`config.mk`:
```
export PLATFORM = sky130hd
export DESIGN_NAME = refclk_div_chain
export DESIGN_NICKNAME = d
export VERILOG_FILES = /design/src/rtl/refclk_div_pkg.sv /design/src/rtl/rcd_prog_div.sv /design/src/rtl/rcd_fixed_div.sv /design/src/rtl/rcd_idle_timer.sv /design/src/rtl/refclk_div_chain.sv
export SDC_FILE = /design/constraint.sdc
export NUM_CORES = 1
export LEC_CHECK = 0
export BUFFER_PORTS_ARGS = -buffer_cell sky130_fd_sc_hd__buf_4
export CORE_MARGIN = 2
export CORE_UTILIZATION = 39
export CTS_CLUSTER_SIZE = 40
export DETAILED_ROUTE_END_ITERATION = 6
export PLACE_DENSITY = 0.68
export SETUP_SLACK_MARGIN = 0.1
export SLEW_MARGIN = 10
export SYNTH_ARGS = -nofsm -noshare
export SYNTH_HDL_FRONTEND = slang
export SYNTH_SLANG_ARGS = --single-unit
```
`constraint.sdc`:
```
create_clock -name clk_i -period 3.2 [get_ports clk_i]
set_clock_uncertainty 0.2 [all_clocks]
set_input_delay 0.64 -clock clk_i [delete_from_list [all_inputs] [get_ports clk_i]]
set_output_delay 0.64 -clock clk_i [all_outputs]
set_load 0.005 [all_outputs]
```
`src/rtl/refclk_div_pkg.sv`:
```
package refclk_div_pkg;
  localparam int unsigned PLL_W_DEF   = 12;
  localparam int unsigned FLT_W_DEF   = 6;
  localparam int unsigned REC_W_DEF   = 6;
  localparam int unsigned IDLE_W_DEF  = 4;
  localparam int unsigned ENC_RATIO   = 16;
  localparam int unsigned IDLE_PRESC  = 32;

  function automatic int unsigned cnt_width(input int unsigned n);
    return (n <= 2) ? 1 : $clog2(n);
  endfunction
endpackage

```
`src/rtl/rcd_prog_div.sv`:
```
module rcd_prog_div #(
  parameter int unsigned W = 6
) (
  input  logic         clk_i,
  input  logic         rst_ni,
  input  logic [W-1:0] div_i,
  output logic         tick_o
);
  logic [W-1:0] cnt_q, cnt_d;
  logic [W-1:0] lim_q, lim_d;
  logic         tc;

  // terminal count of the period that is running
  assign tc     = (lim_q != '0) && (cnt_q == lim_q - W'(1));
  assign tick_o = tc;

  always_comb begin
    cnt_d = cnt_q;
    lim_d = lim_q;
    if (lim_q == '0) begin
      // stopped: sample the register every cycle
      lim_d = div_i;
      cnt_d = '0;
    end else if (tc) begin
      // a new value is only picked up at a period boundary
      lim_d = div_i;
      cnt_d = '0;
    end else begin
      cnt_d = cnt_q + W'(1);
    end
  end

  always_ff @(posedge clk_i or negedge rst_ni) begin
    if (!rst_ni) begin
      cnt_q <= '0;
      lim_q <= '0;
    end else begin
      cnt_q <= cnt_d;
      lim_q <= lim_d;
    end
  end
endmodule

```
`src/rtl/rcd_fixed_div.sv`:
```
module rcd_fixed_div #(
  parameter int unsigned N = 16
) (
  input  logic clk_i,
  input  logic rst_ni,
  input  logic clr_i,
  input  logic en_i,
  output logic tick_o
);
  localparam int unsigned CW = refclk_div_pkg::cnt_width(N);
  localparam logic [CW-1:0] LAST = CW'(N - 1);

  logic [CW-1:0] cnt_q, cnt_d;
  logic          wrap;

  assign wrap   = en_i && !clr_i && (cnt_q == LAST);
  assign tick_o = wrap;

  always_comb begin
    cnt_d = cnt_q;
    if (clr_i) begin
      cnt_d = '0;
    end else if (en_i) begin
      cnt_d = wrap ? '0 : cnt_q + CW'(1);
    end
  end

  always_ff @(posedge clk_i or negedge rst_ni) begin
    if (!rst_ni) begin
      cnt_q <= '0;
    end else begin
      cnt_q <= cnt_d;
    end
  end
endmodule

```
`src/rtl/rcd_idle_timer.sv`:
```
module rcd_idle_timer #(
  parameter int unsigned W = 4
) (
  input  logic         clk_i,
  input  logic         rst_ni,
  input  logic         start_i,
  input  logic [W-1:0] load_i,
  input  logic         step_i,
  output logic         done_o
);
  logic [W-1:0] rem_q, rem_d;
  logic         run_q, run_d;
  logic         done_q, done_d;

  always_comb begin
    rem_d  = rem_q;
    run_d  = run_q;
    done_d = done_q;
    if (start_i) begin
      rem_d  = load_i;
      run_d  = (load_i != '0);
      done_d = (load_i == '0);
    end else if (run_q && step_i) begin
      if (rem_q == W'(1)) begin
        rem_d  = '0;
        run_d  = 1'b0;
        done_d = 1'b1;
      end else begin
        rem_d = rem_q - W'(1);
      end
    end
  end

  always_ff @(posedge clk_i or negedge rst_ni) begin
    if (!rst_ni) begin
      rem_q  <= '0;
      run_q  <= 1'b0;
      done_q <= 1'b0;
    end else begin
      rem_q  <= rem_d;
      run_q  <= run_d;
      done_q <= done_d;
    end
  end

  assign done_o = done_q;
endmodule

```
`src/rtl/refclk_div_chain.sv`:
```
module refclk_div_chain #(
  parameter int unsigned PLL_W  = refclk_div_pkg::PLL_W_DEF,
  parameter int unsigned FLT_W  = refclk_div_pkg::FLT_W_DEF,
  parameter int unsigned REC_W  = refclk_div_pkg::REC_W_DEF,
  parameter int unsigned IDLE_W = refclk_div_pkg::IDLE_W_DEF
) (
  input  logic              clk_i,
  input  logic              rst_ni,
  input  logic [PLL_W-1:0]  pll_div_i,
  input  logic [FLT_W-1:0]  flt_div_i,
  input  logic [REC_W-1:0]  rec_div_i,
  input  logic [IDLE_W-1:0] idle_div_i,
  input  logic              idle_start_i,
  output logic              pll_tick_o,
  output logic              flt_tick_o,
  output logic              flt_level_o,
  output logic              rec_tick_o,
  output logic              enc_tick_o,
  output logic              idle_done_o
);
  logic flt_pre_tick;
  logic flt_lvl_q, flt_lvl_d;
  logic idle_step;

  rcd_prog_div #(.W(PLL_W)) i_pll_div (
    .clk_i (clk_i), .rst_ni(rst_ni), .div_i(pll_div_i), .tick_o(pll_tick_o)
  );

  rcd_prog_div #(.W(FLT_W)) i_flt_div (
    .clk_i (clk_i), .rst_ni(rst_ni), .div_i(flt_div_i), .tick_o(flt_pre_tick)
  );

  // divide-by-two toggle stage of the filter path
  always_comb begin
    flt_lvl_d = flt_lvl_q;
    if (flt_pre_tick) flt_lvl_d = ~flt_lvl_q;
  end

  always_ff @(posedge clk_i or negedge rst_ni) begin
    if (!rst_ni) flt_lvl_q <= 1'b0;
    else         flt_lvl_q <= flt_lvl_d;
  end

  assign flt_level_o = flt_lvl_q;
  assign flt_tick_o  = flt_pre_tick && !flt_lvl_q;

  rcd_prog_div #(.W(REC_W)) i_rec_div (
    .clk_i (clk_i), .rst_ni(rst_ni), .div_i(rec_div_i), .tick_o(rec_tick_o)
  );

  rcd_fixed_div #(.N(refclk_div_pkg::ENC_RATIO)) i_enc_div (
    .clk_i (clk_i), .rst_ni(rst_ni), .clr_i(1'b0),
    .en_i  (rec_tick_o), .tick_o(enc_tick_o)
  );

  rcd_fixed_div #(.N(refclk_div_pkg::IDLE_PRESC)) i_idle_pre (
    .clk_i (clk_i), .rst_ni(rst_ni), .clr_i(idle_start_i),
    .en_i  (enc_tick_o), .tick_o(idle_step)
  );

  rcd_idle_timer #(.W(IDLE_W)) i_idle_tmr (
    .clk_i  (clk_i), .rst_ni(rst_ni), .start_i(idle_start_i),
    .load_i (idle_div_i), .step_i(idle_step), .done_o(idle_done_o)
  );
endmodule

```
==> summary.txt, run 1 <==
Floorplan
  – Number of placement rows: 35
  – Starting utilization of the core area: 39.6%
  – Die Span X: around 100 µm
  – Y dimension of the die: between 100 and 150 µm
  – Core outline area: just over 9000 µm²
  – Full die area: roughly 10,000 µm²
  – Ports placed on the boundary: 37

Global route
  – Global-route wire length before repair: ~13 mm
  – Via count of the first global-routing pass: between 2,000 and 3,000
  – Total track usage: 15.7%
  – Antenna violations before repair: 0
  – Largest net degree at the start of global routing: 65
  – Total global routing overflow: 0

STA
  – Final critical delay including setup and external delays: ~3500 ps
  – Transition time at the pin with the least slew margin: between 800 and 900 ps
  – Hold Vio Cnt, Final: 0
  – Final-layout setup total negative slack: -265 ps
  – Relative max-transition margin: between 40% and 50%
  – Highest attainable clock frequency: 289 MHz
  – Setup WS post-layout: -265 ps
  – Final Max Tran Viols: 0
  – Number of setup violations in the final report: 1
  – RSZ-0062 raised after global routing: yes
  – Crit share post-route: 108%

Layout
  – Ratio of cells with drive above 1 in the final layout: around 26%
  – Post-route cell area: between 4000 and 5000 µm²
  – Most frequent standard cell in the layout excluding fill and tap cells: sky130_fd_sc_hd__dfrtp_1
  – Non-filler cells, final: 532
  – Final #Nets: around 460
  – Fill cell instance count of the final layout: about 850
  – Most frequent cells in the layout: 60 x sky130_fd_sc_hd__dfrtp_1, 57 x sky130_fd_sc_hd__buf_4, 34 x sky130_fd_sc_hd__nor2_1, 29 x sky130_fd_sc_hd__xnor2_1
  – Area Overhead vs Synth: 21.5%
  – Number of diodes added for antenna fixing: 0

Setup path
  – Top fanout value on the critical path: 5
  – Largest stage delay on the critical path: about 550 ps
  – Critical-path cell with the highest stage delay: sky130_fd_sc_hd__or4_4
  – Nature of the critical path endpoint: primary output
  – Critical path required time: ~2400 ps
  – WP data arrival: ~2600 ps
  – Classification of the worst setup path: reg2out
  – Chain of cells forming the critical path: or4_4, or3_4, a32oi_2, a21oi_2, or3_4, a21oi_2, buf_4
  – Startpoint type of the worst setup path: register

Detailed routing
  – Remaining number of nets flagged by the antenna check after routing: 0
  – Routed length per instance: roughly 14 µm
  – Number of iterations in the first detailed-routing pass: 4
  – Via count normalized by instance count: ~5.4
  – DR DRC count: 0
  – Vias after detailed routing: between 2,000 and 3,000
  – Starting DRT DRC Count: 70
  – Total wirelength of the detailed-routed design: 7.56 mm

Clock network
  – Number of levels the H-tree was split into: 3
  – Clock slew at reported path FFs: approximately 80 ps
  – Deepest clock path buffer count: 2
  – Worst-Skew Late Latency: 340 ps
  – TritonCTS sink count: 64
  – Root Driver: sky130_fd_sc_hd__clkbuf_8
  – Hold Buf Count CTS: 0
  – Number of buffers created by CTS: 9
  – TritonCTS clock tree: done

Yosys
  – Syn avg cell area: slightly below 10 µm²
  – Simple-gate area share of the yosys netlist: between 10% and 20%
  – Number of distinct standard cells referenced by the synthesized netlist: 50
  – Top cell type's share of synthesized area: 44.4%
  – Share of synthesized cell area in full adder, half adder and majority cells: under 10%
  – Largest family of logic cells by synthesized area: simple AND/OR/NAND/NOR gates
  – Top cell type by total area after synthesis: sky130_fd_sc_hd__dfrtp_1
  – XOR/XNOR share of the synthesized area: between 10% and 20%
  – Syn. warnings: 0
  – Prevailing post-synth register cell: sky130_fd_sc_hd__dfrtp_1
  – Synthesized-area fraction occupied by ao, oa, aoi and oai cells: 12.1%
  – Dominant cells by area after synthesis: sky130_fd_sc_hd__dfrtp_1 44%, sky130_fd_sc_hd__xnor2_1 7.0%, sky130_fd_sc_hd__mux2_2 4.7%
  – Mapped Nets: between 400 and 500
  – Cell count after synthesis: 364
  – Post-synthesis cell area: ~3600 µm²
  – Proportion of synthesized area in mux cells: about 5.4%
  – Count of flip-flops with a built-in enable after synthesis: 0
  – Sequential cell area fraction in the yosys report: between 40% and 50%
  – Number of flip-flops and latches in the synthesized netlist: 64
  – Share of synthesized registers carrying an async set or reset: 100%

Power and ir drop
  – Static Leak: 1.88 nW
  – Maximum vdd ir drop: 0.000460 V
  – Pwr dens: ~730 nW/µm²
  – PnR Total Power: ~3.2 mW

Run status
  – Violated checks: setup timing
  – Status: finished with violations

Place
  – Placer Congestion: 0.838
  – Detailed-placement wirelength estimate: about 5.1 mm
  – Number of buffer cells added on primary ports: 36
  – Post-place instance area: between 4000 and 5000 µm²
  – Number of instances in the placed design: 506

Flow run
  – Count of max-cap constraint violations: 0

Hold path
  – Worst min path class: in2async
[where the power goes]
group / total (mW) / internal, mW / switching (mW) / leakage [nW]
Clock: 0.697 / 0.380 / 0.317 / 0.0993
Sequential: 1.35 / 1.05 / 0.308 / 0.782
Combinational: 1.13 / 0.591 / 0.535 / 0.998
[final cells by class]
cell class	count	area (µm²)	share of cell area (%)
Clock buffer	11	141	3.23
Clock inverter	5	56.3	1.29
Multi-Input combinational cell	266	1940	44.3
Sequential cell	64	1610	36.7
Inverter	18	67.6	1.54
Timing Repair Buffer	57	428	9.77
Tap cell	111	139	3.17
[sequential cells by signal, indices dropped and copies added (netlist names)]
signal             flops
i_rec_div.lim_q        6
i_idle_tmr.done_o      1
i_idle_tmr.run_q       1
i_idle_tmr.rem_q       4
i_pll_div.cnt_q       12
i_pll_div.lim_q       12
flt_level_o            1
i_rec_div.cnt_q        6
i_flt_div.lim_q        6
i_idle_pre.cnt_q       5
i_flt_div.cnt_q        6
i_enc_div.cnt_q        4
[repair_timing]
item | 4_1_cts | 5_1_grt
setup buffers | 5 | 5
endpoints found under the setup margin | 10 | 28
pin swaps | 3 | 3
resized for setup | 8 | 12
[cell families after synthesis]
group,Yosys count
simple gates,134
flops,64
compound gates,60
xor+xnor,44
buf+inv,34
mux,17
fa+ha+maj,11
[routing by layer]
metal,track usage (%),wire [µm],up-vias
met2,26.1,3770,61
met5,0,0,-
met4,5.90,125,0
li1,-,-,1402
met1,19.7,3390,1422
met3,4.04,272,14
[synth_stat cells, types with 3 or more instances]
cell	instances
sky130_fd_sc_hd__a21o_1	3
sky130_fd_sc_hd__a21oi_1	13
sky130_fd_sc_hd__a22o_1	8
sky130_fd_sc_hd__a31oi_1	4
sky130_fd_sc_hd__and3_1	7
sky130_fd_sc_hd__buf_2	3
sky130_fd_sc_hd__buf_6	3
sky130_fd_sc_hd__clkbuf_1	10
sky130_fd_sc_hd__dfrtp_1	64
sky130_fd_sc_hd__ha_1	11
sky130_fd_sc_hd__inv_1	18
sky130_fd_sc_hd__mux2_2	15
sky130_fd_sc_hd__nand2_1	20
sky130_fd_sc_hd__nand2b_1	7
sky130_fd_sc_hd__nand3_1	21
sky130_fd_sc_hd__nand4_1	6
sky130_fd_sc_hd__nor2_1	34
sky130_fd_sc_hd__nor3_1	13
sky130_fd_sc_hd__nor4_1	9
sky130_fd_sc_hd__o21ai_0	11
sky130_fd_sc_hd__o31a_1	3
sky130_fd_sc_hd__o31ai_1	3
sky130_fd_sc_hd__xnor2_1	29
sky130_fd_sc_hd__xor2_1	15
[worst paths after layout]
check	start	endpoint	slack, ps	cells after the start
setup / recovery	i_pll_div.lim_q[1]$_DFFE_PN0P_	pll_tick_o	-260	7
hold / removal	rst_ni	i_flt_div.lim_q[1]$_DFFE_PN0P_	190	1
setup reg to reg	i_pll_div.lim_q[1]$_DFFE_PN0P_	i_pll_div.lim_q[3]$_DFFE_PN0P_	200	7
hold reg to reg	i_rec_div.cnt_q[0]$_DFF_PN0_	i_rec_div.cnt_q[0]$_DFF_PN0_	300	1
max in group asynchronous	rst_ni	i_pll_div.lim_q[0]$_DFFE_PN0P_	2040	1
min in group clk_i	i_rec_div.cnt_q[0]$_DFF_PN0_	i_rec_div.cnt_q[0]$_DFF_PN0_	300	1
[through the flow]
stage	util, %	hold slack, ps	setup slack, ps
global placement	44.0	290	83.2
detailed placement	44.0	292	-88.2
global route	48.1	267	-354
CTS	47.1	225	-277
floorplan	-	144	156
finish	48.1	194	-265
[worst max-delay path, delay by kind of cell, from the launching register on]
| kind | cells | cell delay (ps) |
|---|---|---|
| AND/OR/NAND/NOR | 3 | 1290 |
| AO/OA/AOI/OAI | 3 | 430 |
| buffers and inverters | 1 | 120 |
| flip-flops | 1 | 450 |
No activity file was read; power rests on OpenSTA's default activity.
==> run 2: changes to the inputs <==
==> constraint.sdc (replaced) <==
create_clock -name clk_i -period 3.39 [get_ports clk_i]
set_clock_uncertainty 0.2 [all_clocks]
set_input_delay 0.678 -clock clk_i [delete_from_list [all_inputs] [get_ports clk_i]]
set_output_delay 0.678 -clock clk_i [all_outputs]
set_load 0.005 [all_outputs]
==> run 2 against run 1 <==
The run still ends with setup timing left. Critical endpoint unchanged. Final area shrank 0.74%. Global-route usage grew 0.26 points. Sequential share of layout area up 0.22 points.
==> summary.txt, run 2 (synthesized netlist as in run 1, its figures left out) <==
Run status
  – Status: finished with violations
  – Violated checks: setup timing

Floorplan
  – Number of placement rows: 35 (unchanged)
  – Y dimension of the die: 100 µm (unchanged)
  – Full die area: 10,000 µm² (unchanged)
  – Die Span X: 100 µm (unchanged)
  – Starting utilization of the core area: 39.6% (unchanged)
  – Ports placed on the boundary: 37 (unchanged)
  – Core outline area: 9110 µm² (unchanged)

Layout
  – Most frequent cells in the layout: 62 x sky130_fd_sc_hd__dfrtp_1, 52 x sky130_fd_sc_hd__buf_4, 34 x sky130_fd_sc_hd__nor2_1, 29 x sky130_fd_sc_hd__xnor2_1
  – Non-filler cells, final: 527 (-0.94%)
  – Ratio of cells with drive above 1 in the final layout: 25.0% (-0.89 points)
  – Most frequent standard cell in the layout excluding fill and tap cells: sky130_fd_sc_hd__dfrtp_1
  – Final #Nets: 453 (-1.1%)
  – Area Overhead vs Synth: 20.6%
  – Number of diodes added for antenna fixing: 0 (unchanged)
  – Fill cell instance count of the final layout: 874 (+3.3%)
  – Largest registers: i_pll_div.cnt_q x12, i_pll_div.lim_q x12

Detailed routing
  – Vias after detailed routing: 2,867 (-1.1%)
  – DR DRC count: 0 (unchanged)
  – Remaining number of nets flagged by the antenna check after routing: 0 (unchanged)
  – Via count normalized by instance count: 5.44 (-0.17%)
  – Total wirelength of the detailed-routed design: 7.58 mm (+0.26%)
  – Starting DRT DRC Count: 68 (-2.9%)
  – Number of iterations in the first detailed-routing pass: 6 (+2)
  – Routed length per instance: 14.4 µm (+1.2%)

Power and ir drop
  – Share of total power in combinational logic: 35.8% (+0.3 points)
  – Static Leak: 1.85 nW (-1.6%)
  – Internal Power: 1.90 mW (-6.0%)
  – Clock group share of total power: 21.8% (about the same)
  – Switching power summed over all nets: 1.10 mW (-5.2%)
  – Maximum vdd ir drop: 0.000406 V (-12%)
  – Pwr dens: 689 nW/µm² (-5.0%)
  – Seq pwr share: 42.4% (-0.2 points)
  – Switching share of total power: 36.7% (+0.21 points)

Place
  – Number of buffer cells added on primary ports: 36 (unchanged)
  – Detailed-placement wirelength estimate: 5.16 mm (+0.67%)
  – Placer Congestion: 0.847 (+1.0%)
  – Number of instances in the placed design: 502 (-0.79%)
  – Post-placement worst setup slack: 82.2 ps (+170 ps)

Clock network
  – Number of levels the H-tree was split into: 3 (unchanged)
  – Root Driver: sky130_fd_sc_hd__clkbuf_8
  – Hold Buf Count CTS: 0 (unchanged)
  – TritonCTS sink count: 64 (unchanged)
  – Number of buffers created by CTS: 9 (unchanged)
  – Clock slew at reported path FFs: 70 ps (about the same)
  – Worst-Skew Late Latency: 340 ps (about the same)
  – Deepest clock path buffer count: 2 (unchanged)
  – TritonCTS clock tree: done

Hold path
  – Worst min path class: in2async

Global route
  – Global-route wire length before repair: 12.8 mm (-0.21%)
  – Total track usage: 16.0% (+0.26 points)
  – Via count of the first global-routing pass: 2,888 (-0.41%)
  – Antenna violations before repair: 0 (unchanged)
  – Total global routing overflow: 0 (unchanged)
  – Largest net degree at the start of global routing: 65 (unchanged)

STA
  – Transition time at the pin with the least slew margin: 799 ps (-11.4 ps)
  – Final critical delay including setup and external delays: 3480 ps
  – Setup WS post-layout: -93.1 ps (+172 ps)
  – Fin Hold WS: 210 ps (+16.4 ps)
  – Final Max Tran Viols: 0 (unchanged)
  – Highest attainable clock frequency: about 290 MHz
  – Final-layout setup total negative slack: -93.1 ps (+172 ps)
  – Crit share post-route: 103%
  – Relative max-transition margin: 46.7% (+0.76 points)
  – Number of setup violations in the final report: 1 (unchanged)
  – Hold Vio Cnt, Final: 0 (unchanged)
  – RSZ-0062 raised after global routing: yes

Setup path
  – Startpoint type of the worst setup path: register
  – Cell depth of the worst flop-to-flop path: 8 (+1)
  – Nature of the critical path endpoint: primary output
  – Worst R2R Start: i_pll_div.lim_q[0]$_DFFE_PN0P_
  – Register-to-Register Setup Slack: 260 ps (+60 ps)
  – Top fanout value on the critical path: 4 (-1)
  – Worst setup startpoint: i_pll_div.lim_q[0]$_DFFE_PN0P_
  – Classification of the worst setup path: reg2out
  – WP data arrival: 2610 ps (about the same)
  – Critical path required time: 2510 ps (+150 ps)
  – Endpoint of the worst register-to-register path: i_pll_div.lim_q[3]$_DFFE_PN0P_

Flow run
  – Count of max-cap constraint violations: 0 (unchanged)
## run 2: routing by layer
layer	global-route usage, %	vias to the layer above	wire [µm]
li1	-	1390	-
met3	5.29	17	361
met4	5.58	0	162
met5	0	-	0
met2	26.8	78	3660
met1	19.2	1382	3400
## run 2: worst max-delay path, cell delays in order (launching register included)
cell	delay (ps)
sky130_fd_sc_hd__dfrtp_2	430
sky130_fd_sc_hd__or4_4	560
sky130_fd_sc_hd__or3_4	360
sky130_fd_sc_hd__a32oi_2	240
sky130_fd_sc_hd__a21oi_2	100
sky130_fd_sc_hd__or3_4	360
sky130_fd_sc_hd__a21oi_2	110
sky130_fd_sc_hd__buf_4	120
## run 2: final cells by class
class,instances,area [µm²],share of cell area (%)
Clock inverter,5,56.3,1.30
Multi-Input combinational cell,266,1950,44.8
Tap cell,111,139,3.20
Clock buffer,11,141,3.25
Inverter,18,67.6,1.55
Timing Repair Buffer,52,390,8.98
Sequential cell,64,1600,36.9
## run 2: through the flow
stage          area, µm²  utilization [%]  power (mW)
6_report            4350             47.7        3.00
5_1_grt             4350             47.7        3.22
4_1_cts             4250             46.7        2.95
3_5_place_dp        3980             43.7        2.26
3_3_place_gp        3980             43.7        2.21
2_1_floorplan       3600                -        2.01
## run 2: power groups by stage
stage               clock (mW)  combinational, mW  sequential (mW)
floorplan                    0              0.826             1.18
global placement             0              0.932             1.27
detailed placement           0              0.981             1.28
CTS                      0.679               1.00             1.27
global route             0.713               1.19             1.32
finish                   0.652               1.07             1.27
## run 2: worst max path at each step
| stage | end | cells after the start |
|---|---|---|
| after floorplan | pll_tick_o | 8 |
| after global placement | pll_tick_o | 9 |
| after detailed placement | pll_tick_o | 9 |
| after CTS | pll_tick_o | 7 |
| after global routing | pll_tick_o | 9 |
| final | pll_tick_o | 7 |
## run 2: repair_timing
| item | 4_1_cts | 5_1_grt |
|---|---|---|
| gates resized for setup | 8 | 13 |
| setup buffers | 6 | 3 |
| endpoints found under the setup margin | 1 | 4 |
| pin swaps | 5 | 9 |
| gates cloned | 0 | 0 |
